===== src/rtl/rn_pkg.sv =====
package rn_pkg;
  typedef enum logic [2:0] {
    ACT_IDLE   = 3'd0,
    ACT_ABORT  = 3'd1,
    ACT_COMMIT = 3'd2,
    ACT_BEGIN  = 3'd3,
    ACT_ENTER  = 3'd4,
    ACT_EXIT   = 3'd5,
    ACT_REN    = 3'd6
  } rn_act_e;
endpackage


===== src/rtl/rn_pick.sv =====
module rn_pick #(
  parameter int NP = 64,
  localparam int TW = $clog2(NP)
) (
  input  logic [NP-1:0] avail,
  output logic          found,
  output logic [TW-1:0] idx
);
  // lowest set bit wins
  always_comb begin
    found = 1'b0;
    idx   = '0;
    for (int i = NP - 1; i >= 0; i--) begin
      if (avail[i]) begin
        found = 1'b1;
        idx   = TW'(i);
      end
    end
  end
endmodule


===== src/rtl/rn_free_pool.sv =====
module rn_free_pool
  import rn_pkg::*;
#(
  parameter int NP = 64,
  parameter int NA = 16,
  parameter int K  = 6,
  localparam int TW = $clog2(NP)
) (
  input  logic                 clk,
  input  logic                 rst_n,
  input  rn_act_e              act,
  input  logic                 temp,
  input  logic [TW-1:0]        old_tag,
  input  logic [NP-1:0]        leave_mask,
  output logic [K-1:0][TW-1:0] pick_tag,
  output logic [K-1:0]         pick_ok
);
  logic [NP-1:0] free_q, free_d;
  logic [NP-1:0] infl_q, infl_d;   // allocated since start
  logic [NP-1:0] ret_q, ret_d;     // to release on retire
  logic [NP-1:0] alloc_m, rel_m, new_oh, old_oh;
  logic [K-1:0][NP-1:0] avail;
  logic          pool_en, trk_en;

  assign avail[0] = free_q;

  genvar k;
  generate
    for (k = 0; k < K; k++) begin : g_pick
      rn_pick #(.NP(NP)) u_pick (
        .avail (avail[k]),
        .found (pick_ok[k]),
        .idx   (pick_tag[k])
      );
      if (k < K - 1) begin : g_chain
        assign avail[k+1] = avail[k] &
          ~(pick_ok[k] ? (NP'(1) << pick_tag[k]) : '0);
      end
    end
  endgenerate

  assign new_oh = NP'(1) << pick_tag[0];
  assign old_oh = NP'(1) << old_tag;

  always_comb begin
    alloc_m = '0;
    rel_m   = '0;
    infl_d  = infl_q;
    ret_d   = ret_q;
    unique case (act)
      ACT_ABORT: begin
        rel_m  = infl_q;
        infl_d = '0;
        ret_d  = '0;
      end
      ACT_COMMIT: begin
        rel_m  = ret_q;
        infl_d = '0;
        ret_d  = '0;
      end
      ACT_ENTER: begin
        for (int j = 0; j < K; j++) alloc_m |= NP'(1) << pick_tag[j];
      end
      ACT_EXIT: rel_m = leave_mask;
      ACT_REN: begin
        alloc_m = new_oh;
        infl_d  = infl_q | new_oh;
        ret_d   = ret_q | (temp ? new_oh : old_oh);
      end
      default: ;
    endcase
    free_d = (free_q & ~alloc_m) | rel_m;
  end

  assign pool_en = (act != ACT_IDLE) && (act != ACT_BEGIN);
  assign trk_en  = (act == ACT_ABORT) || (act == ACT_COMMIT) || (act == ACT_REN);

  always_ff @(posedge clk or negedge rst_n) begin
    if (!rst_n) begin
      for (int i = 0; i < NP; i++) free_q[i] <= (i >= NA);
      infl_q <= '0;
      ret_q  <= '0;
    end else begin
      if (pool_en) free_q <= free_d;
      if (trk_en) begin
        infl_q <= infl_d;
        ret_q  <= ret_d;
      end
    end
  end

  // only free tags are handed out
  p_alloc_from_free_r2: assert property (@(posedge clk) disable iff (!rst_n)
    (alloc_m & ~free_q) == '0);
  // a release never targets a tag already free
  p_release_owned_r5: assert property (@(posedge clk) disable iff (!rst_n)
    (rel_m & free_q) == '0);
  // after rollback nothing allocated since start stays in flight
  p_abort_drains_r4: assert property (@(posedge clk) disable iff (!rst_n)
    (act == ACT_ABORT) |=> (infl_q == '0) && ((free_q & $past(infl_q)) == $past(infl_q)));
endmodule


===== src/rtl/rn_map_table.sv =====
module rn_map_table
  import rn_pkg::*;
#(
  parameter int NA = 16,
  parameter int NP = 64,
  parameter int K  = 6,
  localparam int TW   = $clog2(NP),
  localparam int AW   = $clog2(NA),
  localparam int BASE = NA - K
) (
  input  logic                  clk,
  input  logic                  rst_n,
  input  rn_act_e               act,
  input  logic                  temp,
  input  logic [AW-1:0]         arch,
  input  logic [TW-1:0]         new_tag,
  input  logic [K-1:0][TW-1:0]  fresh,
  output logic [NA-1:0][TW-1:0] map_o
);
  logic [NA-1:0][TW-1:0] map_q, map_d, ckpt_q, ckpt_d;
  logic [K-1:0][TW-1:0]  save_q, save_d;
  logic map_en, ckpt_en, save_en;

  always_comb begin
    map_d  = map_q;
    ckpt_d = ckpt_q;
    save_d = save_q;
    unique case (act)
      ACT_ABORT: map_d  = ckpt_q;
      ACT_BEGIN: ckpt_d = map_q;
      ACT_ENTER: begin
        for (int j = 0; j < K; j++) begin
          save_d[j]       = map_q[BASE+j];
          map_d[BASE+j]   = fresh[j];
        end
      end
      ACT_EXIT: begin
        for (int j = 0; j < K; j++) map_d[BASE+j] = save_q[j];
      end
      ACT_REN: if (!temp) map_d[arch] = new_tag;
      default: ;
    endcase
  end

  assign map_en  = (act == ACT_ABORT) || (act == ACT_ENTER) ||
                   (act == ACT_EXIT)  || ((act == ACT_REN) && !temp);
  assign ckpt_en = (act == ACT_BEGIN);
  assign save_en = (act == ACT_ENTER);

  always_ff @(posedge clk or negedge rst_n) begin
    if (!rst_n) begin
      for (int i = 0; i < NA; i++) begin
        map_q[i]  <= TW'(i);
        ckpt_q[i] <= TW'(i);
      end
      save_q <= '0;
    end else begin
      if (map_en)  map_q  <= map_d;
      if (ckpt_en) ckpt_q <= ckpt_d;
      if (save_en) save_q <= save_d;
    end
  end

  assign map_o = map_o_w;
  logic [NA-1:0][TW-1:0] map_o_w;
  assign map_o_w = map_q;

  // rollback lands exactly on the checkpoint
  p_rollback_map_r4: assert property (@(posedge clk) disable iff (!rst_n)
    (act == ACT_ABORT) |=> map_q == $past(ckpt_q));
  // temporaries never touch the map
  p_temp_no_map_r6: assert property (@(posedge clk) disable iff (!rst_n)
    (act == ACT_REN && temp) |=> map_q == $past(map_q));
  // leaving the interrupt brings back the saved mappings
  p_leave_restores_r10: assert property (@(posedge clk) disable iff (!rst_n)
    (act == ACT_EXIT) |=> map_q[NA-1] == $past(save_q[K-1]));
endmodule


===== src/rtl/reg_renamer.sv =====
module reg_renamer
  import rn_pkg::*;
#(
  parameter int NUM_ARCH     = 16,
  parameter int NUM_PHYS     = 64,
  parameter int FRESH_REGS   = 6,
  parameter int WORST_WRITES = 8,
  localparam int ARCH_W = $clog2(NUM_ARCH),
  localparam int TAG_W  = $clog2(NUM_PHYS)
) (
  input  logic              clk,
  input  logic              rst_n,
  input  logic              wr_req,
  input  logic              wr_temp,
  input  logic [ARCH_W-1:0] wr_arch,
  output logic [TAG_W-1:0]  wr_tag,
  output logic              alloc_stall,
  input  logic [ARCH_W-1:0] lk_arch,
  output logic [TAG_W-1:0]  lk_tag,
  input  logic              ins_start,
  input  logic              ins_retire,
  input  logic              ins_fault,
  input  logic              fint_enter,
  input  logic              fint_leave
);
  localparam int BASE = NUM_ARCH - FRESH_REGS;

  generate
    if (NUM_PHYS < NUM_ARCH + FRESH_REGS + WORST_WRITES) begin : g_pool_small
      $error("physical pool too small for worst-case instruction");
    end
    if (FRESH_REGS < 5 || FRESH_REGS > 8) begin : g_fresh_range
      $error("fresh register count must lie in 5..8");
    end
  endgenerate

  logic                            open_q, open_d, irq_q, irq_d;
  rn_act_e                         act;
  logic [FRESH_REGS-1:0][TAG_W-1:0] pick_tag;
  logic [FRESH_REGS-1:0]           pick_ok;
  logic [NUM_ARCH-1:0][TAG_W-1:0]  map;
  logic [NUM_PHYS-1:0]             leave_mask;
  logic                            ren_live, enter_live;

  assign ren_live   = wr_req && open_q && !ins_fault && !ins_retire;
  assign enter_live = fint_enter && !open_q && !irq_q && !ins_start;

  always_comb begin
    act = ACT_IDLE;
    if (ins_fault && open_q)                       act = ACT_ABORT;
    else if (ins_retire && open_q)                 act = ACT_COMMIT;
    else if (ins_start && !open_q)                 act = ACT_BEGIN;
    else if (enter_live && pick_ok[FRESH_REGS-1])  act = ACT_ENTER;
    else if (fint_leave && !open_q && irq_q)       act = ACT_EXIT;
    else if (ren_live && pick_ok[0])               act = ACT_REN;
  end

  assign alloc_stall = (ren_live && !pick_ok[0]) ||
                       (enter_live && !pick_ok[FRESH_REGS-1]);

  always_comb begin
    leave_mask = '0;
    for (int j = 0; j < FRESH_REGS; j++)
      leave_mask |= NUM_PHYS'(1) << map[BASE+j];
  end

  always_comb begin
    open_d = open_q;
    irq_d  = irq_q;
    unique case (act)
      ACT_ABORT, ACT_COMMIT: open_d = 1'b0;
      ACT_BEGIN:             open_d = 1'b1;
      ACT_ENTER:             irq_d  = 1'b1;
      ACT_EXIT:              irq_d  = 1'b0;
      default: ;
    endcase
  end

  always_ff @(posedge clk or negedge rst_n) begin
    if (!rst_n) begin
      open_q <= 1'b0;
      irq_q  <= 1'b0;
    end else begin
      open_q <= open_d;
      irq_q  <= irq_d;
    end
  end

  rn_free_pool #(.NP(NUM_PHYS), .NA(NUM_ARCH), .K(FRESH_REGS)) u_pool (
    .clk        (clk),
    .rst_n      (rst_n),
    .act        (act),
    .temp       (wr_temp),
    .old_tag    (map[wr_arch]),
    .leave_mask (leave_mask),
    .pick_tag   (pick_tag),
    .pick_ok    (pick_ok)
  );

  rn_map_table #(.NA(NUM_ARCH), .NP(NUM_PHYS), .K(FRESH_REGS)) u_map (
    .clk     (clk),
    .rst_n   (rst_n),
    .act     (act),
    .temp    (wr_temp),
    .arch    (wr_arch),
    .new_tag (pick_tag[0]),
    .fresh   (pick_tag),
    .map_o   (map)
  );

  assign wr_tag = pick_tag[0];
  assign lk_tag = map[lk_arch];

  // a stalled request leaves the map alone
  p_stall_holds_map_r7: assert property (@(posedge clk) disable iff (!rst_n)
    alloc_stall |=> map == $past(map));
  // writes with no open instruction do nothing
  p_outside_ignored_r8: assert property (@(posedge clk) disable iff (!rst_n)
    (wr_req && !open_q && !ins_start && !fint_enter && !fint_leave) |=> map == $past(map));
  // fault together with retire closes the instruction by rollback
  p_fault_wins_r11: assert property (@(posedge clk) disable iff (!rst_n)
    (open_q && ins_fault && ins_retire) |=> !open_q);
  // a granted write maps the granted tag next cycle
  p_write_lands_r2: assert property (@(posedge clk) disable iff (!rst_n)
    (ren_live && !wr_temp && !alloc_stall) |=> map[$past(wr_arch)] == $past(wr_tag));
endmodule


===== config.mk =====
export PLATFORM = sky130hd
export DESIGN_NAME = reg_renamer
export DESIGN_NICKNAME = d
export VERILOG_FILES = /design/src/rtl/rn_pkg.sv /design/src/rtl/rn_pick.sv /design/src/rtl/rn_free_pool.sv /design/src/rtl/rn_map_table.sv /design/src/rtl/reg_renamer.sv
export SDC_FILE = /design/constraint.sdc
export NUM_CORES = 2
export LEC_CHECK = 0
export ABC_AREA = 0
export BUFFER_PORTS_ARGS = -buffer_cell sky130_fd_sc_hd__buf_2
export CAP_MARGIN = 20
export CORE_MARGIN = 3
export CORE_UTILIZATION = 41
export DETAILED_ROUTE_END_ITERATION = 10
export PLACE_DENSITY = 0.54
export SLEW_MARGIN = 20
export SYNTH_ARGS = -nofsm -noshare
export SYNTH_HDL_FRONTEND = slang
export SYNTH_SLANG_ARGS = --single-unit
export TNS_END_PERCENT = 100

===== constraint.sdc =====
create_clock -name clk -period 17.1 [get_ports clk]
set_input_delay 3.42 -clock clk [delete_from_list [all_inputs] [get_ports clk]]
set_output_delay 3.42 -clock clk [all_outputs]
set_load 0.005 [all_outputs]

# Word-level counts from Yosys, hierarchy flattened
# Index checks and enable logic that the tools add are counted.
# word_totals
ff_bits,422
out_inout_bits,13
in_bits,17
# classes
magnitude_cmp,3
mux,796
n_eq_ne,8
shifts,13
bitwise,25
n_reduce_logical,42
# op_table
operator,count
6-bit two-way mux,387
64-bit OR,13
1-bit by 6-bit left shift with 64-bit output (first input constant),13
64-bit AND,6
1-bit two-way mux,384
64-bit two-way mux,6
64-bit inverter,6
64-bit one-hot mux with 2 select lines,3
64-bit one-hot mux with 3 select lines,1
36-bit one-hot mux with 4 select lines,1
60-bit one-hot mux with 2 select lines,1
96-bit bitwise mux,1
96-bit two-way mux,1
6-bit binary-select mux with 4-bit select,2
6-bit demux with 4-bit select,1
1-bit logical AND,18
3-bit two-way mux,6
4-bit by 5-bit less-than comparator with 1-bit output (second input constant),2
3-bit equality test (second input constant),3
1-bit zero test,8
2-bit nonzero test,4
3-bit by 2-bit equality test with 1-bit output (second input constant),2
1-bit logical OR,6
3-bit AND reduction,2
other kinds (9),10

# Logic depth before layout (Yosys ltp)
# logic_depth
ltp_word,414
depth_mapped,55
mapped_depth_nobuf,38

# Modules after synthesis
# A second synthesis with hierarchy kept.
# hier_totals
hier_cells,4514
hier_area_um2,37123.1
# by_module_without_submodules
mod,instances,seq_area_each_um2,cells_per_inst,area_per_inst_um2
rn_free_pool,1,4864.7,2202,16487.1
rn_map_table,1,5785.5,880,11018.1
reg_renamer,1,50.0,592,5038.6
rn_pick,6,0.0,140,763.2

# Worst setup path after synthesis
# No wires, ideal clock.
# synth_timing
path_type,flip-flop to output port
from,register u_pool.free_q[26]
to,output port alloc_stall
slack_ns,3.270
stages_incl_launch_ff,42
t_arrival_ns,10.410
n_path_buf,8
cell_sequence,dfstp_2 buf_2 or4_4 a21oi_1 o2111ai_1 o21a_1 buf_4 inv_4 buf_6 nand3_2 buf_6 buf_6 o31a_1 or4_1 nor3_2 o211ai_1 nand2_1 buf_2 (+6 left out) a31o_2 o211ai_1 a2111oi_1 o31ai_2 a21o_1 buf_4 or3_1 a211oi_2 nor2_1 a311o_1 nor3_4 a21boi_4 or3_1 and2_1 or4_1 nor4_2 nand2_1 o32ai_1
# synth_between
elab_chain_len,370
word_cells_on_any_way,655
classes_between,5 x shift; 635 x mux; 10 x bitwise; 5 x reduce/logical
# synth_rtl
element,line,text
start: declaration,rn_free_pool.sv:18,"logic [NP-1:0] free_q, free_d;"
start signal: assignment,rn_free_pool.sv:84,if (pool_en) free_q <= free_d;
6-bit two-way mux (27 in series),rn_pick.sv:14,if (avail[i]) begin
1-bit by 6-bit left shift with 64-bit output,rn_free_pool.sv:37,~(pick_ok[k] ? (NP'(1) << pick_tag[k]) : '0);
64-bit two-way mux,rn_free_pool.sv:37,
64-bit inverter,rn_free_pool.sv:37,
64-bit AND,rn_free_pool.sv:36,assign avail[k+1] = avail[k] &
6-bit two-way mux (64 in series),rn_pick.sv:14,
1-bit by 6-bit left shift with 64-bit output,rn_free_pool.sv:37,
64-bit two-way mux,rn_free_pool.sv:37,
(+202 left out),n/a,
1-bit by 6-bit left shift with 64-bit output,rn_free_pool.sv:37,
64-bit two-way mux,rn_free_pool.sv:37,
64-bit inverter,rn_free_pool.sv:37,
64-bit AND,rn_free_pool.sv:36,
1-bit two-way mux (64 in series),rn_pick.sv:14,
1-bit zero test,reg_renamer.sv:59,(enter_live && !pick_ok[FRESH_REGS-1]);
1-bit logical AND,reg_renamer.sv:59,
1-bit logical OR (*),reg_renamer.sv:58,assign alloc_stall = (ren_live && !pick_ok[0]) ||
end: declaration,reg_renamer.sv:17,"output logic alloc_stall,"
# Every way passes the cells marked *; elsewhere a longest branch is shown, timed or not.

# Worst setup path after layout
# layout_timing
from,register u_pool.free_q[24]
to,output port alloc_stall
# layout_between
elab_chain_len,368
word_cells_on_any_way,651
classes_between,5 x shift; 631 x mux; 10 x bitwise; 5 x reduce/logical
# layout_rtl
element,line
6-bit two-way mux (25 in series),rn_pick.sv:14
1-bit by 6-bit left shift with 64-bit output,rn_free_pool.sv:37
64-bit two-way mux,rn_free_pool.sv:37
64-bit inverter,rn_free_pool.sv:37
64-bit AND,rn_free_pool.sv:36
6-bit two-way mux (64 in series),rn_pick.sv:14
1-bit by 6-bit left shift with 64-bit output,rn_free_pool.sv:37
64-bit two-way mux,rn_free_pool.sv:37
(+202 left out),n/a
1-bit by 6-bit left shift with 64-bit output,rn_free_pool.sv:37
64-bit two-way mux,rn_free_pool.sv:37
64-bit inverter,rn_free_pool.sv:37
64-bit AND,rn_free_pool.sv:36
1-bit two-way mux (64 in series),rn_pick.sv:14
1-bit zero test,reg_renamer.sv:59
1-bit logical AND,reg_renamer.sv:59
1-bit logical OR (*),reg_renamer.sv:58
# Marked as above.

==> impl_metrics.json <==
{
  "status": "complete, but fails checks",
  "violations": "setup timing",
  "crit_path_top_delay_cell": "a2111oi_1",
  "end_kind": "primary output",
  "layout_setup_ws_ns": -0.0446,
  "antenna_found_initial": 9,
  "die_w_um": 306,
  "place_ws_ns": -0.571,
  "worstPathArrival_ns": 13.72,
  "final_common_cell": "nand2_1",
  "dr_wl_met3_um": 47500,
  "max_stage_delay_ns": 0.81,
  "async_reset_ff_share_pct": 100,
  "r2r_end": "u_pool.free_q[53]$_DFFE_PN1P_",
  "finalCritPeriodShare_pct": 100,
  "synth_flop_cell": "dfrtp_1",
  "grt.overflow.total": 0,
  "r2r_start": "u_pool.free_q[24]$_DFFE_PN1P_",
  "netlist_area_um2": 37000,
  "ys_warn_count": 0,
  "max_cap_viol_count": 0,
  "cts.sinks": 422,
  "grt_max_degree": 126,
  "clkTransAtPathRegs_ns": 0.06,
  "final_nets": 4862,
  "die_y_um": 306,
  "routed_wl_um": 256000,
  "grt_usage_pct": 52.0,
  "worst-path-max-fanout": 13,
  "slew_headroom_pct": 12.4,
  "place_hpwl_um": 198000,
  "hold_start": "u_pool.infl_q[2]$_DFFE_PN0P_",
  "ys_seq_area_share_pct": 28.9,
  "wire_per_inst_um": 42.3,
  "finalClockSkew_ns": 0.0267,
  "grt_pass1_vias": 44001,
  "m1WireLength_um": 94600,
  "crit_type": "register to primary output",
  "drt-pass1-iter-count": 10,
  "drt_iter0_markers": 10850,
  "drive_gt1_share_pct": 23.7,
  "r2r_slack_ns": 1.63,
  "min_path_cells": 2,
  "place_congestion": 1.17,
  "top_layer_used": "met5",
  "synth_cells": 4633,
  "worst_path_most_repeated_cell": "buf_4",
  "vias": 47992,
  "viasPerCell": 7.94,
  "core_area_um2": 88900,
  "finalHoldViolCount": 0,
  "cts-htree-levels": 2,
  "wl_met2_um": 92700,
  "maxSlewViolCount": 0,
  "area_growth_pct": 16.4,
  "clk_latency_ns": 0.60,
  "syn_nets": 4650,
  "seq_area_um2": 10700,
  "fillerInstances": 8741,
  "synth-seq-cells": 422,
  "reg2reg_depth": 41,
  "rows": 109,
  "cp-start-kind": "register",
  "boundaryPins": 30,
  "cts-buffers-inserted": 42,
  "mostFrequentLayoutCells": "548 x nand2_1, 482 x nor2_1, 474 x buf_4",
  "initial_core_util_pct": 41.6,
  "synth-edff-count": 0,
  "multi_input_area_um2": 25400,
  "postCtsHoldBufs": 0,
  "portBuffers": 29,
  "cts-root-buf": "clkbuf_16",
  "setup_viol": 1,
  "min_period_ns": 17.14,
  "cp.required_ns": 13.68,
  "tightestPinTransition_ns": 1.31,
  "clockBufferDepth": 3,
  "ant_nets": 0,
  "post-route-drc-count": 0,
  "hold_class": "register to register",
  "grt_pass1_wl_um": 350000,
  "cts_tree": "built",
  "dieArea_um2": 93800,
  "syn_area_per_cell_um2": 7.98,
  "hold_end": "u_pool.infl_q[2]$_DFFE_PN0P_",
  "clock.fmax_ghz": 0.0583,
  "yosysUniqueCellTypes": 131
}
repair_timing:
item / CTS / global route
pin swaps: 4 / 15
resized for setup: 28 / 109
cloned: 0 / 2
endpoints found under the setup margin: 1 / 1
buffers inserted: 12 / 17
worst max path at each step:
stage,startpoint,to,depth (start not counted)
floorplan,u_pool.free_q[26]$_DFFE_PN1P_,alloc_stall,41
global placement,u_pool.free_q[11]$_DFFE_PN0P_,alloc_stall,38
detailed placement,u_pool.free_q[11]$_DFFE_PN0P_,alloc_stall,38
CTS,u_pool.free_q[26]$_DFFE_PN1P_,alloc_stall,43
global route,u_pool.free_q[24]$_DFFE_PN1P_,alloc_stall,43
finish,u_pool.free_q[24]$_DFFE_PN1P_,alloc_stall,39
routing by layer:
layer / track usage (%) / vias to the layer above
li1: - / 18608
met1: 69.0 / 23313
met2: 66.1 / 5023
met3: 26.9 / 1036
met4: 30.7 / 12
met5: 0.556 / -
layout make-up:
cell class,count,share of cell area (%)
clock buffer,63,2.89
antenna,4,0.0233
inverter,46,0.413
multi-input combinational,3822,59.1
tap,1165,3.39
timing repair buffer,511,8.98
sequential,422,24.9
clock inverter,14,0.381
flip-flops by register name, summed over array words and instances (netlist names):
signal	flops
u_pool.ret_q	64
u_map.ckpt_q	96
u_pool.infl_q	64
u_pool.free_q	64
irq_q	1
u_map.map_o	96
open_q	1
u_map.save_q	36
logic make-up (layout without fill, tap and decap cells):
logic type,count (synthesis),count (layout),share of synthesized area [%]
compound gates,1819,1820,35.3
fa+ha+maj,2,2,0.0541
buf+inv,391,634,4.57
flops,422,422,28.9
mux,167,167,6.89
other cells,0,4,0
simple gates,1832,1833,24.3
per-stage QoR:
step / util [%] / std cells / area [um^2] / hold slack (ns) / setup TNS (ns)
2_1_floorplan: - / 4633 / 37000 / 0.445 / 0
3_3_place_gp: 45.7 / 5935 / 40600 / 0.457 / -0.892
3_5_place_dp: 45.7 / 5935 / 40700 / 0.461 / -0.571
4_1_cts: 47.6 / 6024 / 42300 / 0.474 / 0
5_1_grt: 48.4 / 6043 / 43000 / 0.499 / -0.0551
6_report: 48.4 / 6047 / 43000 / 0.480 / -0.0446
cells in the mapped netlist (22+ instances only):
master | number | area share (%)
nand2_1 | 551 | 5.6
nor2_1 | 488 | 5.0
dfrtp_1 | 310 | 21
a21oi_1 | 287 | 3.9
o21ai_0 | 258 | 3.5
clkbuf_1 | 233 | 2.4
nand3_1 | 163 | 2.2
o22ai_1 | 159 | 2.7
nor3_1 | 141 | 1.9
dfstp_2 | 112 | 8.0
a31oi_1 | 110 | 1.9
mux2_2 | 100 | 3.0
o221ai_1 | 92 | 2.2
a222oi_1 | 89 | 2.4
buf_2 | 64 | 0.87
o21ai_1 | 63 | 0.85
a211oi_1 | 61 | 1.2
mux4_2 | 60 | 3.7
nand2b_1 | 57 | 0.96
a221oi_1 | 56 | 1.3
o211ai_1 | 55 | 1.1
a21o_1 | 52 | 1.1
o31ai_1 | 52 | 1.1
o21a_1 | 50 | 1.0
nor2b_1 | 48 | 0.81
nand4_1 | 44 | 0.74
nor4_1 | 44 | 0.74
and2_1 | 43 | 0.73
a22oi_1 | 42 | 0.85
inv_1 | 40 | 0.41
or3_1 | 38 | 0.64
or2_2 | 37 | 0.63
o31a_1 | 33 | 0.78
and3_1 | 32 | 0.54
o2111ai_1 | 32 | 0.76
or4_1 | 30 | 0.61
a2111oi_0 | 26 | 0.62
a21boi_0 | 23 | 0.47
buf_1 | 22 | 0.22
worst max-delay path, delay by kind of cell, from the launching register on:
kind,cells,cell delay (ns)
AO/OA/AOI/OAI,17,6.43
AND/OR/NAND/NOR,16,4.60
buffers and inverters,6,1.30
flip-flops,1,0.75
Power is left out: the tool's default activity adds up to more than one toggle a clock period on the data nets, which glitch-free logic cannot reach.
